File: src/rtl/cec_tx_pkg.sv
package cec_tx_pkg;
  typedef struct packed {
    logic restart;
    logic load;
    logic shift;
  } dpStrobe_t;

  typedef enum logic [1:0] {
    ERR_NONE     = 2'd0,
    ERR_NACK     = 2'd1,
    ERR_UNDERRUN = 2'd2,
    ERR_BUS      = 2'd3
  } errCode_t;

  typedef enum logic [1:0] {
    ST_IDLE  = 2'd0,
    ST_START = 2'd1,
    ST_BIT   = 2'd2
  } txState_t;
endpackage

File: src/rtl/cec_tx_datapath.sv
module cec_tx_datapath
  import cec_tx_pkg::*;
#(
  parameter int CLK_PER_UNIT = 2,
  parameter int BIT_LEN_U    = 48,
  parameter int FREE_W       = 4,
  parameter int UNIT_W       = 7
) (
  input  logic              clk,
  input  logic              rstN,
  input  dpStrobe_t         strobe,
  input  logic              bufWrite,
  input  logic [7:0]        bufData,
  input  logic              bufEom,
  input  logic              lineIn,
  input  logic [FREE_W-1:0] freeBits,
  output logic              unitTick,
  output logic [UNIT_W-1:0] bitUnits,
  output logic              lineQ,
  output logic              busFree,
  output logic              bufFull,
  output logic              curBit,
  output logic [3:0]        bitIdx,
  output logic              lastEom
);
  localparam int PRE_W    = (CLK_PER_UNIT > 1) ? $clog2(CLK_PER_UNIT) : 1;
  localparam int FREE_MAX = ((1 << FREE_W) - 1) * BIT_LEN_U;
  localparam int FCNT_W   = $clog2(FREE_MAX + 1);
  localparam logic [PRE_W-1:0]  PRE_LAST  = PRE_W'(CLK_PER_UNIT - 1);
  localparam logic [UNIT_W-1:0] UNIT_MAX  = UNIT_W'((1 << UNIT_W) - 1);
  localparam logic [FCNT_W-1:0] FREE_SAT  = FCNT_W'(FREE_MAX);
  localparam logic [FCNT_W-1:0] BIT_LEN_F = FCNT_W'(BIT_LEN_U);

  logic [PRE_W-1:0]  preCnt;
  logic              linePrev;
  logic [FCNT_W-1:0] freeCnt;
  logic [FCNT_W-1:0] freeNeed;
  logic [7:0]        bufDataQ;
  logic              bufEomQ;
  logic [7:0]        shReg;
  logic              shEom;

  assign unitTick = (preCnt == PRE_LAST);

  // unit prescaler, re-phased at every bit boundary
  always_ff @(posedge clk) begin
    if (!rstN || strobe.restart || unitTick) preCnt <= '0;
    else                                     preCnt <= preCnt + 1'b1;
  end

  always_ff @(posedge clk) begin
    if (!rstN || strobe.restart)             bitUnits <= '0;
    else if (unitTick && bitUnits != UNIT_MAX) bitUnits <= bitUnits + 1'b1;
  end

  // line sampling and bus-idle monitor
  always_ff @(posedge clk) begin
    if (!rstN) begin
      lineQ    <= 1'b1;
      linePrev <= 1'b1;
      freeCnt  <= '0;
    end else begin
      lineQ    <= lineIn;
      linePrev <= lineQ;
      if (linePrev && !lineQ)                  freeCnt <= '0;
      else if (unitTick && freeCnt != FREE_SAT) freeCnt <= freeCnt + 1'b1;
    end
  end

  assign freeNeed = FCNT_W'(freeBits) * BIT_LEN_F;
  assign busFree  = (freeCnt >= freeNeed);

  // holding buffer
  always_ff @(posedge clk) begin
    if (!rstN) begin
      bufFull  <= 1'b0;
      bufDataQ <= '0;
      bufEomQ  <= 1'b0;
    end else if (bufWrite) begin
      bufFull  <= 1'b1;
      bufDataQ <= bufData;
      bufEomQ  <= bufEom;
    end else if (strobe.load) begin
      bufFull  <= 1'b0;
    end
  end

  // shift register: index 0..7 data, 8 end-of-message, 9 acknowledge slot
  always_ff @(posedge clk) begin
    if (!rstN) begin
      shReg  <= '0;
      shEom  <= 1'b0;
      bitIdx <= '0;
    end else if (strobe.load) begin
      shReg  <= bufDataQ;
      shEom  <= bufEomQ;
      bitIdx <= '0;
    end else if (strobe.shift) begin
      shReg  <= {shReg[6:0], 1'b0};
      bitIdx <= bitIdx + 1'b1;
    end
  end

  assign lastEom = shEom;
  always_comb begin
    if (bitIdx < 4'd8)       curBit = shReg[7];
    else if (bitIdx == 4'd8) curBit = shEom;
    else                     curBit = 1'b1;
  end

  assert_load_from_full_R4: assert property (@(posedge clk) disable iff (!rstN)
    strobe.load |-> bufFull);
  assert_index_range_R3: assert property (@(posedge clk) disable iff (!rstN)
    bitIdx <= 4'd9);
endmodule

File: src/rtl/cec_tx_ctrl.sv
module cec_tx_ctrl
  import cec_tx_pkg::*;
#(
  parameter int START_LOW_U = 74,
  parameter int START_LEN_U = 90,
  parameter int ZERO_LOW_U  = 30,
  parameter int ONE_LOW_U   = 12,
  parameter int BIT_LEN_U   = 48,
  parameter int ACK_SMP_U   = 21,
  parameter int UNIT_W      = 7
) (
  input  logic              clk,
  input  logic              rstN,
  input  logic              enSet,
  input  logic              statClr,
  input  logic              unitTick,
  input  logic [UNIT_W-1:0] bitUnits,
  input  logic              lineQ,
  input  logic              busFree,
  input  logic              bufFull,
  input  logic              curBit,
  input  logic [3:0]        bitIdx,
  input  logic              lastEom,
  output dpStrobe_t         strobe,
  output logic              driveLow,
  output logic              busy,
  output logic              txEnabled,
  output logic              irqByte,
  output logic              irqEnd,
  output logic              irqError,
  output logic              statByte,
  output logic              statEnd,
  output logic              statError,
  output errCode_t          errCode
);
  localparam logic [UNIT_W-1:0] START_LOW_C = UNIT_W'(START_LOW_U);
  localparam logic [UNIT_W-1:0] START_CHK_C = UNIT_W'(START_LOW_U + 1);
  localparam logic [UNIT_W-1:0] START_END_C = UNIT_W'(START_LEN_U - 1);
  localparam logic [UNIT_W-1:0] ZERO_LOW_C  = UNIT_W'(ZERO_LOW_U);
  localparam logic [UNIT_W-1:0] ONE_LOW_C   = UNIT_W'(ONE_LOW_U);
  localparam logic [UNIT_W-1:0] BIT_END_C   = UNIT_W'(BIT_LEN_U - 1);
  localparam logic [UNIT_W-1:0] ACK_SMP_C   = UNIT_W'(ACK_SMP_U - 1);

  txState_t          state, nextState;
  logic              enQ;
  logic [UNIT_W-1:0] lowLen, lowChk;
  logic              ackSlot, boundary;
  logic              evByte, evEnd, evErr;
  errCode_t          errKind;

  assign ackSlot = (bitIdx == 4'd9);
  assign lowLen  = curBit ? ONE_LOW_C : ZERO_LOW_C;
  assign lowChk  = lowLen + 1'b1;

  always_comb begin
    nextState = state;
    strobe    = '0;
    evByte    = 1'b0;
    evEnd     = 1'b0;
    evErr     = 1'b0;
    errKind   = ERR_NONE;
    boundary  = 1'b0;
    case (state)
      ST_IDLE: begin
        if (enQ && busFree) begin
          nextState      = ST_START;
          strobe.restart = 1'b1;
        end
      end
      ST_START: begin
        if (unitTick && bitUnits >= START_CHK_C && !lineQ) begin
          evErr = 1'b1; errKind = ERR_BUS;
        end else if (unitTick && bitUnits == START_END_C) begin
          boundary = 1'b1;
        end
      end
      ST_BIT: begin
        if (unitTick && !ackSlot && bitUnits >= lowChk && !lineQ) begin
          evErr = 1'b1; errKind = ERR_BUS;
        end else if (unitTick && ackSlot && bitUnits == ACK_SMP_C && lineQ) begin
          evErr = 1'b1; errKind = ERR_NACK;
        end else if (unitTick && bitUnits == BIT_END_C) begin
          if (!ackSlot) begin
            strobe.shift   = 1'b1;
            strobe.restart = 1'b1;
          end else if (lastEom) begin
            evEnd     = 1'b1;
            nextState = ST_IDLE;
          end else begin
            boundary = 1'b1;
          end
        end
      end
      default: nextState = ST_IDLE;
    endcase
    if (boundary) begin
      if (bufFull) begin
        strobe.load    = 1'b1;
        strobe.restart = 1'b1;
        evByte         = 1'b1;
        nextState      = ST_BIT;
      end else begin
        evErr   = 1'b1;
        errKind = ERR_UNDERRUN;
      end
    end
    if (evErr) nextState = ST_IDLE;
  end

  always_ff @(posedge clk) begin
    if (!rstN) begin
      state     <= ST_IDLE;
      enQ       <= 1'b0;
      irqByte   <= 1'b0;
      irqEnd    <= 1'b0;
      irqError  <= 1'b0;
      statByte  <= 1'b0;
      statEnd   <= 1'b0;
      statError <= 1'b0;
      errCode   <= ERR_NONE;
    end else begin
      state    <= nextState;
      irqByte  <= evByte;
      irqEnd   <= evEnd;
      irqError <= evErr;
      if (enSet)               enQ <= 1'b1;
      else if (evEnd || evErr) enQ <= 1'b0;
      if (evByte)       statByte <= 1'b1;
      else if (statClr) statByte <= 1'b0;
      if (evEnd)        statEnd <= 1'b1;
      else if (statClr) statEnd <= 1'b0;
      if (evErr) begin
        statError <= 1'b1;
        errCode   <= errKind;
      end else if (statClr) begin
        statError <= 1'b0;
        errCode   <= ERR_NONE;
      end
    end
  end

  assign busy      = (state != ST_IDLE);
  assign txEnabled = enQ;
  assign driveLow  = ((state == ST_START) && (bitUnits < START_LOW_C)) ||
                     ((state == ST_BIT) && (bitUnits < lowLen));

  assert_irq_exclusive_R5: assert property (@(posedge clk) disable iff (!rstN)
    $onehot0({irqByte, irqEnd, irqError}));
  assert_end_goes_idle_R5: assert property (@(posedge clk) disable iff (!rstN)
    irqEnd |-> !busy && !driveLow);
  assert_error_releases_R8: assert property (@(posedge clk) disable iff (!rstN)
    irqError |-> !driveLow && errCode != ERR_NONE);
  assert_start_after_free_R1: assert property (@(posedge clk) disable iff (!rstN)
    $rose(busy) |-> $past(busFree));
endmodule

File: src/rtl/cec_frame_tx.sv
module cec_frame_tx
  import cec_tx_pkg::*;
#(
  parameter int CLK_PER_UNIT = 2,
  parameter int START_LOW_U  = 74,
  parameter int START_LEN_U  = 90,
  parameter int ZERO_LOW_U   = 30,
  parameter int ONE_LOW_U    = 12,
  parameter int BIT_LEN_U    = 48,
  parameter int ACK_SMP_U    = 21,
  parameter int FREE_W       = 4
) (
  input  logic              clk,
  input  logic              rstN,
  input  logic              enSet,
  input  logic              statClr,
  input  logic              bufWrite,
  input  logic [7:0]        bufData,
  input  logic              bufEom,
  input  logic [FREE_W-1:0] freeBits,
  input  logic              rxEnable,
  input  logic              lineIn,
  output logic              lineDriveLow,
  output logic              txEnabled,
  output logic              bufFull,
  output logic              rxActive,
  output logic              irqByte,
  output logic              irqEnd,
  output logic              irqError,
  output logic              statByte,
  output logic              statEnd,
  output logic              statError,
  output logic [1:0]        errCode
);
  localparam int UNIT_W = $clog2(START_LEN_U + 1);

  dpStrobe_t         strobe;
  logic              unitTick, lineQ, busFree, curBit, lastEom, busy;
  logic [UNIT_W-1:0] bitUnits;
  logic [3:0]        bitIdx;
  errCode_t          errQ;

  cec_tx_datapath #(
    .CLK_PER_UNIT(CLK_PER_UNIT), .BIT_LEN_U(BIT_LEN_U),
    .FREE_W(FREE_W), .UNIT_W(UNIT_W)
  ) dp_i (
    .clk(clk), .rstN(rstN), .strobe(strobe),
    .bufWrite(bufWrite), .bufData(bufData), .bufEom(bufEom),
    .lineIn(lineIn), .freeBits(freeBits),
    .unitTick(unitTick), .bitUnits(bitUnits), .lineQ(lineQ),
    .busFree(busFree), .bufFull(bufFull), .curBit(curBit),
    .bitIdx(bitIdx), .lastEom(lastEom)
  );

  cec_tx_ctrl #(
    .START_LOW_U(START_LOW_U), .START_LEN_U(START_LEN_U),
    .ZERO_LOW_U(ZERO_LOW_U), .ONE_LOW_U(ONE_LOW_U),
    .BIT_LEN_U(BIT_LEN_U), .ACK_SMP_U(ACK_SMP_U), .UNIT_W(UNIT_W)
  ) ctrl_i (
    .clk(clk), .rstN(rstN), .enSet(enSet), .statClr(statClr),
    .unitTick(unitTick), .bitUnits(bitUnits), .lineQ(lineQ),
    .busFree(busFree), .bufFull(bufFull), .curBit(curBit),
    .bitIdx(bitIdx), .lastEom(lastEom), .strobe(strobe),
    .driveLow(lineDriveLow), .busy(busy), .txEnabled(txEnabled),
    .irqByte(irqByte), .irqEnd(irqEnd), .irqError(irqError),
    .statByte(statByte), .statEnd(statEnd), .statError(statError),
    .errCode(errQ)
  );

  assign errCode  = errQ;
  assign rxActive = rxEnable && !busy;

  assert_no_rx_while_driving_R9: assert property (@(posedge clk) disable iff (!rstN)
    lineDriveLow |-> !rxActive);
endmodule

File: config.mk
export PLATFORM = sky130hd
export DESIGN_NAME = cec_frame_tx
export DESIGN_NICKNAME = d
export VERILOG_FILES = /design/src/rtl/cec_tx_pkg.sv /design/src/rtl/cec_tx_datapath.sv /design/src/rtl/cec_tx_ctrl.sv /design/src/rtl/cec_frame_tx.sv
export SDC_FILE = /design/constraint.sdc
export NUM_CORES = 1
export LEC_CHECK = 0
export CAP_MARGIN = 20
export CORE_UTILIZATION = 51
export DETAILED_ROUTE_END_ITERATION = 10
export GPL_TIMING_DRIVEN = 0
export PLACE_DENSITY = 0.76
export SYNTH_ARGS = -nofsm -noshare
export SYNTH_HDL_FRONTEND = slang
export SYNTH_SLANG_ARGS = --single-unit
File: constraint.sdc
create_clock -name clk -period 2.8 [get_ports clk]
set_input_delay 0.84 -clock clk [delete_from_list [all_inputs] [get_ports clk]]
set_output_delay 0.84 -clock clk [all_outputs]
set_load 0.1 [all_outputs]
Yosys cells after proc, flatten, opt, wreduce, memory -nomap -nowiden. Cells that the tools add are included.

Register bits after elaboration: 54. Input port bits: 20.

$add $sub $neg: 5. Multipliers: 1. Order comparisons: 6. Eq/ne operators: 9. Multiplexer cells: 61. Bitwise operators: 1. Reduce and logical (&&, ||, !) cells: 36.

Operator list (count): two-way mux 1 bit (37); two-way mux 2 bit (16); logical AND 1 bit (17); two-way mux 8 bit (2); adder 7 x 1 -> 7 bit, second input constant (2); nonzero test 2 bit (7); adder 10 x 1 -> 10 bit, second input constant (1); >= comparator 10 bit (1); inequality test 10 bit, second input constant (1); == test 4 bit, second input constant (2); == test 7 x 5 -> 1 bit, second input constant (1); == test 7 x 6 -> 1 bit, second input constant (1); == test 7 bit, second input constant (1); >= comparator 7 bit (1); >= comparator 7 bit, second input constant (1); < comparator 7 bit (1); < comparator 7 bit, second input constant (1); inequality test 7 bit, second input constant (1); multiplier 4 x 2 -> 6 bit, second input constant (1); case mux 1 bit (2 select lines) (3); case mux 2 bit (3 select lines) (1); OR reduction 2 bit (3); two-way mux 5 bit (1); adder 4 x 1 -> 4 bit, second input constant (1); other kinds (9) (15).

Logic depth before layout (Yosys ltp). Gate-level depths: netlist of run 1.

Word-level depth: 15. Mapped depth: 12. Depth with buffers taken out: 11.

Hierarchy. A second synthesis of run 1 with hierarchy kept.

Cell total of the unflattened synthesis: 339. Area, all modules: 3001.6 µm².

By module, submodules not included: cec_tx_datapath (instances 1, cells each 230, area each 2127.0 µm², sequential area each 860.8 µm²); cec_tx_ctrl (instances 1, cells each 108, area each 860.8 µm², sequential area each 220.2 µm²); cec_frame_tx (instances 1, cells each 1, area each 13.8 µm², sequential area each 0.0 µm²).

Least setup slack after synthesis of run 1. Ideal clock, no wire load.

Path type: reg2out. Start: register dp_i.bitIdx[0]. End: output port lineDriveLow. Arrival: 2035 ps. Required time: 1960 ps. Path slack: -75 ps. Cell stages (with the launch flop): 9. Path buffers: 0. Cells stage by stage: dfxtp_1 > inv_1 > ha_1 > nor3b_1 > a21oi_1 > ha_1 > nand3_1 > o211ai_1 > nand2_1.

Cells in the longest elaborated chain, start to end: 7. Elaborated cells between the ends (all ways): 8. Those cells by class: order compare (2); eq/ne (1); mux (3); reduce/logical (2).

Ends and longest elaborated chain: start: declaration (RTL line cec_tx_datapath.sv:23) `output logic [3:0] bitIdx,`; start signal: assignment (RTL line cec_tx_datapath.sv:100) `bitIdx <= bitIdx + 1'b1;`; branches (longest 2 deep; another with < comparator 4 bit); two-way mux 1 bit (*) (RTL line cec_tx_datapath.sv:106) `if (bitIdx < 4'd8) curBit = shReg[7];`; two-way mux 5 bit (*) (RTL line cec_tx_ctrl.sv:52) `assign lowLen = curBit ? ONE_LOW_C : ZERO_LOW_C;`; < comparator 7 bit (*) (RTL line cec_tx_ctrl.sv:145) `((state == ST_BIT) && (bitUnits < lowLen));`; logical AND 1 bit (*) (RTL line cec_tx_ctrl.sv:145); logical OR 1 bit (*) (RTL line cec_tx_ctrl.sv:144) `assign driveLow = ((state == ST_START) && (bitUnits < START_LOW_C)) ||`; end: declaration (RTL line cec_frame_tx.sv:23) `output logic lineDriveLow,`.

Every way passes the cells marked *.

Worst setup path after layout of run 1. Ends and elaborated chain as after synthesis.

==> results.py, run 1 <==
metrics = {
    "finish": {
        "antenna_cells": 0,
        "area_growth_pct": 20.6,
        "drive_gt1_frac": 0.163,
        "multi_input_area_um2": 1930,
        "nets": 420,
        "fillers": 473,
        "regArea_um2": 1090,
    },
    "grt": {
        "grt.busiest_layer": "met2",
        "antenna_found_initial": 0,
        "grt_use_met1": 0.305,
        "met3_usage": 0.0514,
        "grt-ovfl-total": 0,
        "grt_pass1_vias": 2406,
        "grt_first_pass_wirelength_mm": 11.2,
        "grt_use_met2": 0.367,
        "track_usage": 0.224,
        "grt_start_max_net_pins": 19,
    },
    "critical_path": {
        "cp_cell_sequence": "inv_2 > ha_4 > nor3b_4 > a21oi_2 > ha_1 > nand3_2 > o211ai_1 > nand2_2 > buf_12",
        "critical_path.max_stage_delay_ns": 0.37,
        "path_class": "register to output port",
        "rrSetupSlack_ns": 0.40,
        "required_ns": 1.96,
        "crit_arrival_ns": 1.99,
        "end_kind": "output port",
        "slowest_stage": "dfxtp_4",
        "cp_max_fo": 5,
        "start_kind": "register",
    },
    "logic_synthesis": {
        "synthesis.area_um2": 3080,
        "synth_flop_cell": "dfxtp_1",
        "syn_inst": 333,
        "yosysMostFrequentCell": "dfxtp_1",
        "postSynthAreaPerCell_um2": 9.25,
        "yosys_warnings": 0,
        "synth_top_area_cell": "dfxtp_1",
        "synthArstFlopShare": 0,
        "synth_top_cell_area_share": 0.351,
        "synth-edff-count": 0,
        "synth_seq_cells": 54,
        "yosysUniqueCellTypes": 58,
        "synthTopCellsByArea": "dfxtp_1, ha_1, mux2i_1",
        "syn_nets": 379,
        "synthTopCellsByCount": "dfxtp_1, nor2_1, ha_1",
        "seq_area_frac_synth": 0.351,
    },
    "clocking": {
        "htree_levels": 2,
        "ctsHoldBuffers": 0,
        "clockRootBuffer": "clkbuf_8",
        "cts_sinks": 54,
        "cts_made_buffers": 5,
        "cts_buffer_depth": 2,
        "clk_latency_ns": 0.31,
        "cts_tree": "done",
        "clk_pin_slew_ns": 0.10,
    },
    "placement": {
        "place_hpwl_mm": 4.89,
        "gp_congestion": 0.846,
        "place_ws_ns": -0.776,
        "io_buffers": 30,
    },
    "run": {
        "max_cap_viol_count": 0,
    },
    "floorplan": {
        "ioPinCount": 32,
        "dieHeight_um": 79.7,
        "core-area_um2": 5680,
        "rows": 27,
        "die-area_um2": 6360,
        "die_x_um": 79.7,
        "initial_core_util": 0.543,
    },
    "detailed_routing": {
        "vias_per_cell": 5.53,
        "ant_nets": 0,
        "routedWlPerCell_um": 14.9,
        "drcViolationCount": 0,
        "vias": 2470,
        "routed_wl_mm": 6.68,
        "drtIter0Drc": 123,
        "first_pass_iters": 4,
    },
    "sta": {
        "clock_skew_ns": 0.00585,
        "finalSetupTns_ns": -0.0270,
        "fin_crit_sh": 1.01,
        "maxSlewViolCount": 0,
        "layout_setup_ws_ns": -0.0270,
        "rsz0062_at_grt": "true",
        "hold_violations": 0,
        "max_freq_mhz": 354,
        "relSlewSlack": 0.342,
        "max_slew.worst_pin.slew_ns": 0.985,
        "setup_viol": 1,
        "fin_crit_ns": 2.83,
        "holdWs_ns": 0.481,
    },
    "worst_hold_path": {
        "min_path_type": "register to register",
    },
    "pwr": {
        "power_density_nw_per_um2": 442,
        "p_leak_nw": 1.60,
        "ir_drop_mv": 0.314,
    },
    "outcome": {
        "violations": "negative setup slack",
        "status": "complete, but fails checks",
    },
}
==> flip-flops by register name, summed over array words and instances, names as in the netlist, 2 cells and up <==
| register | count |
|---|---|
| dp_i.shReg | 8 |
| dp_i.bitUnits | 7 |
| ctrl_i.state | 2 |
| dp_i.bufDataQ | 8 |
| dp_i.bitIdx | 4 |
| dp_i.freeCnt | 10 |
| ctrl_i.errCode | 2 |
==> timing repair <==
| action | in CTS | in global routing |
|---|---|---|
| setup endpoints to repair | 12 | 14 |
| resized for setup | 28 | 19 |
| setup buffers | 0 | 4 |
| pin swaps | 7 | 13 |
| endpoints found under the hold margin | 0 | 0 |
==> worst max-delay path, delay by kind of cell, from the launching register on <==
family,cells,cell delay (ns)
fa+ha+maj,2,0.41
flops,1,0.37
simple gates,3,0.34
compound gates,2,0.31
buf+inv,2,0.23
==> power breakdown <==
group	internal [mW]	switching [mW]
Clock	0.271	0.272
Combinational	0.118	0.170
Sequential	0.787	0.0233
Total	1.18	0.466
==> layer usage <==
layer / vias up / part of all wire
met5: - / 0
met4: 0 / 0.0063
met3: 7 / 0.049
met2: 45 / 0.47
met1: 1151 / 0.47
li1: 1267 / -
==> cells by family after synthesis <==
logic type               synth area share
AND/OR/NAND/NOR                     0.234
AO/OA/AOI/OAI                       0.138
flip-flops                          0.351
adder cells (fa/ha/maj)             0.108
multiplexers                       0.0633
buffers and inverters              0.0540
XOR/XNOR                           0.0512
==> worst paths after layout <==
kind / start / endpoint / cells after the start
max: dp_i.bitIdx[0] / lineDriveLow / 9
min: dp_i.bufDataQ[0] / dp_i.shReg[0] / 2
max reg2reg: dp_i.bitIdx[0] / dp_i.bitUnits[3] / 12
min reg2reg: dp_i.bufDataQ[0] / dp_i.shReg[0] / 2
==> stage by stage <==
stage	area (µm²)	std cells	utilization	total power, mW
4_1_cts	3640	443	0.641	1.65
5_1_grt	3720	447	0.655	1.72
3_5_place_dp	3470	435	0.612	1.10
2_1_floorplan	3080	333	-	1.01
6_report	3720	447	0.655	1.64
3_3_place_gp	3470	435	0.612	1.09
==> layout make-up <==
cell class	count	share of cell area
Clock buffer	5	0.0185
Tap cell	72	0.0242
Inverter	20	0.0202
Clock inverter	3	0.0128
Buffer	13	0.0246
Timing Repair Buffer	34	0.0882
Multi-Input combinational cell	246	0.519
Sequential cell	54	0.292
==> layout by cell type, fill, tap and decap left out, drive strengths merged, types with 6 or more instances in the layout <==
| cell type | n |
|---|---|
| nand4 | 14 |
| xnor2 | 8 |
| nor3b | 6 |
| nor2 | 37 |
| inv | 20 |
| ha | 25 |
| nand2 | 15 |
| clkdlybuf4s50 | 22 |
| o21ai | 16 |
| clkbuf | 11 |
| buf | 15 |
| dfxtp | 54 |
| xor2 | 10 |
| nor3 | 6 |
| nand2b | 9 |
| a21oi | 19 |
| mux2i | 18 |
| and3 | 9 |
(Power assumes the default switching activity.)
==> inputs of run 2 (changes only) <==
CTS_CLUSTER_SIZE = 25   (was default)
==> results of run 2 <==
No change in the layout: final DEF, timing and power equal those of run 1.
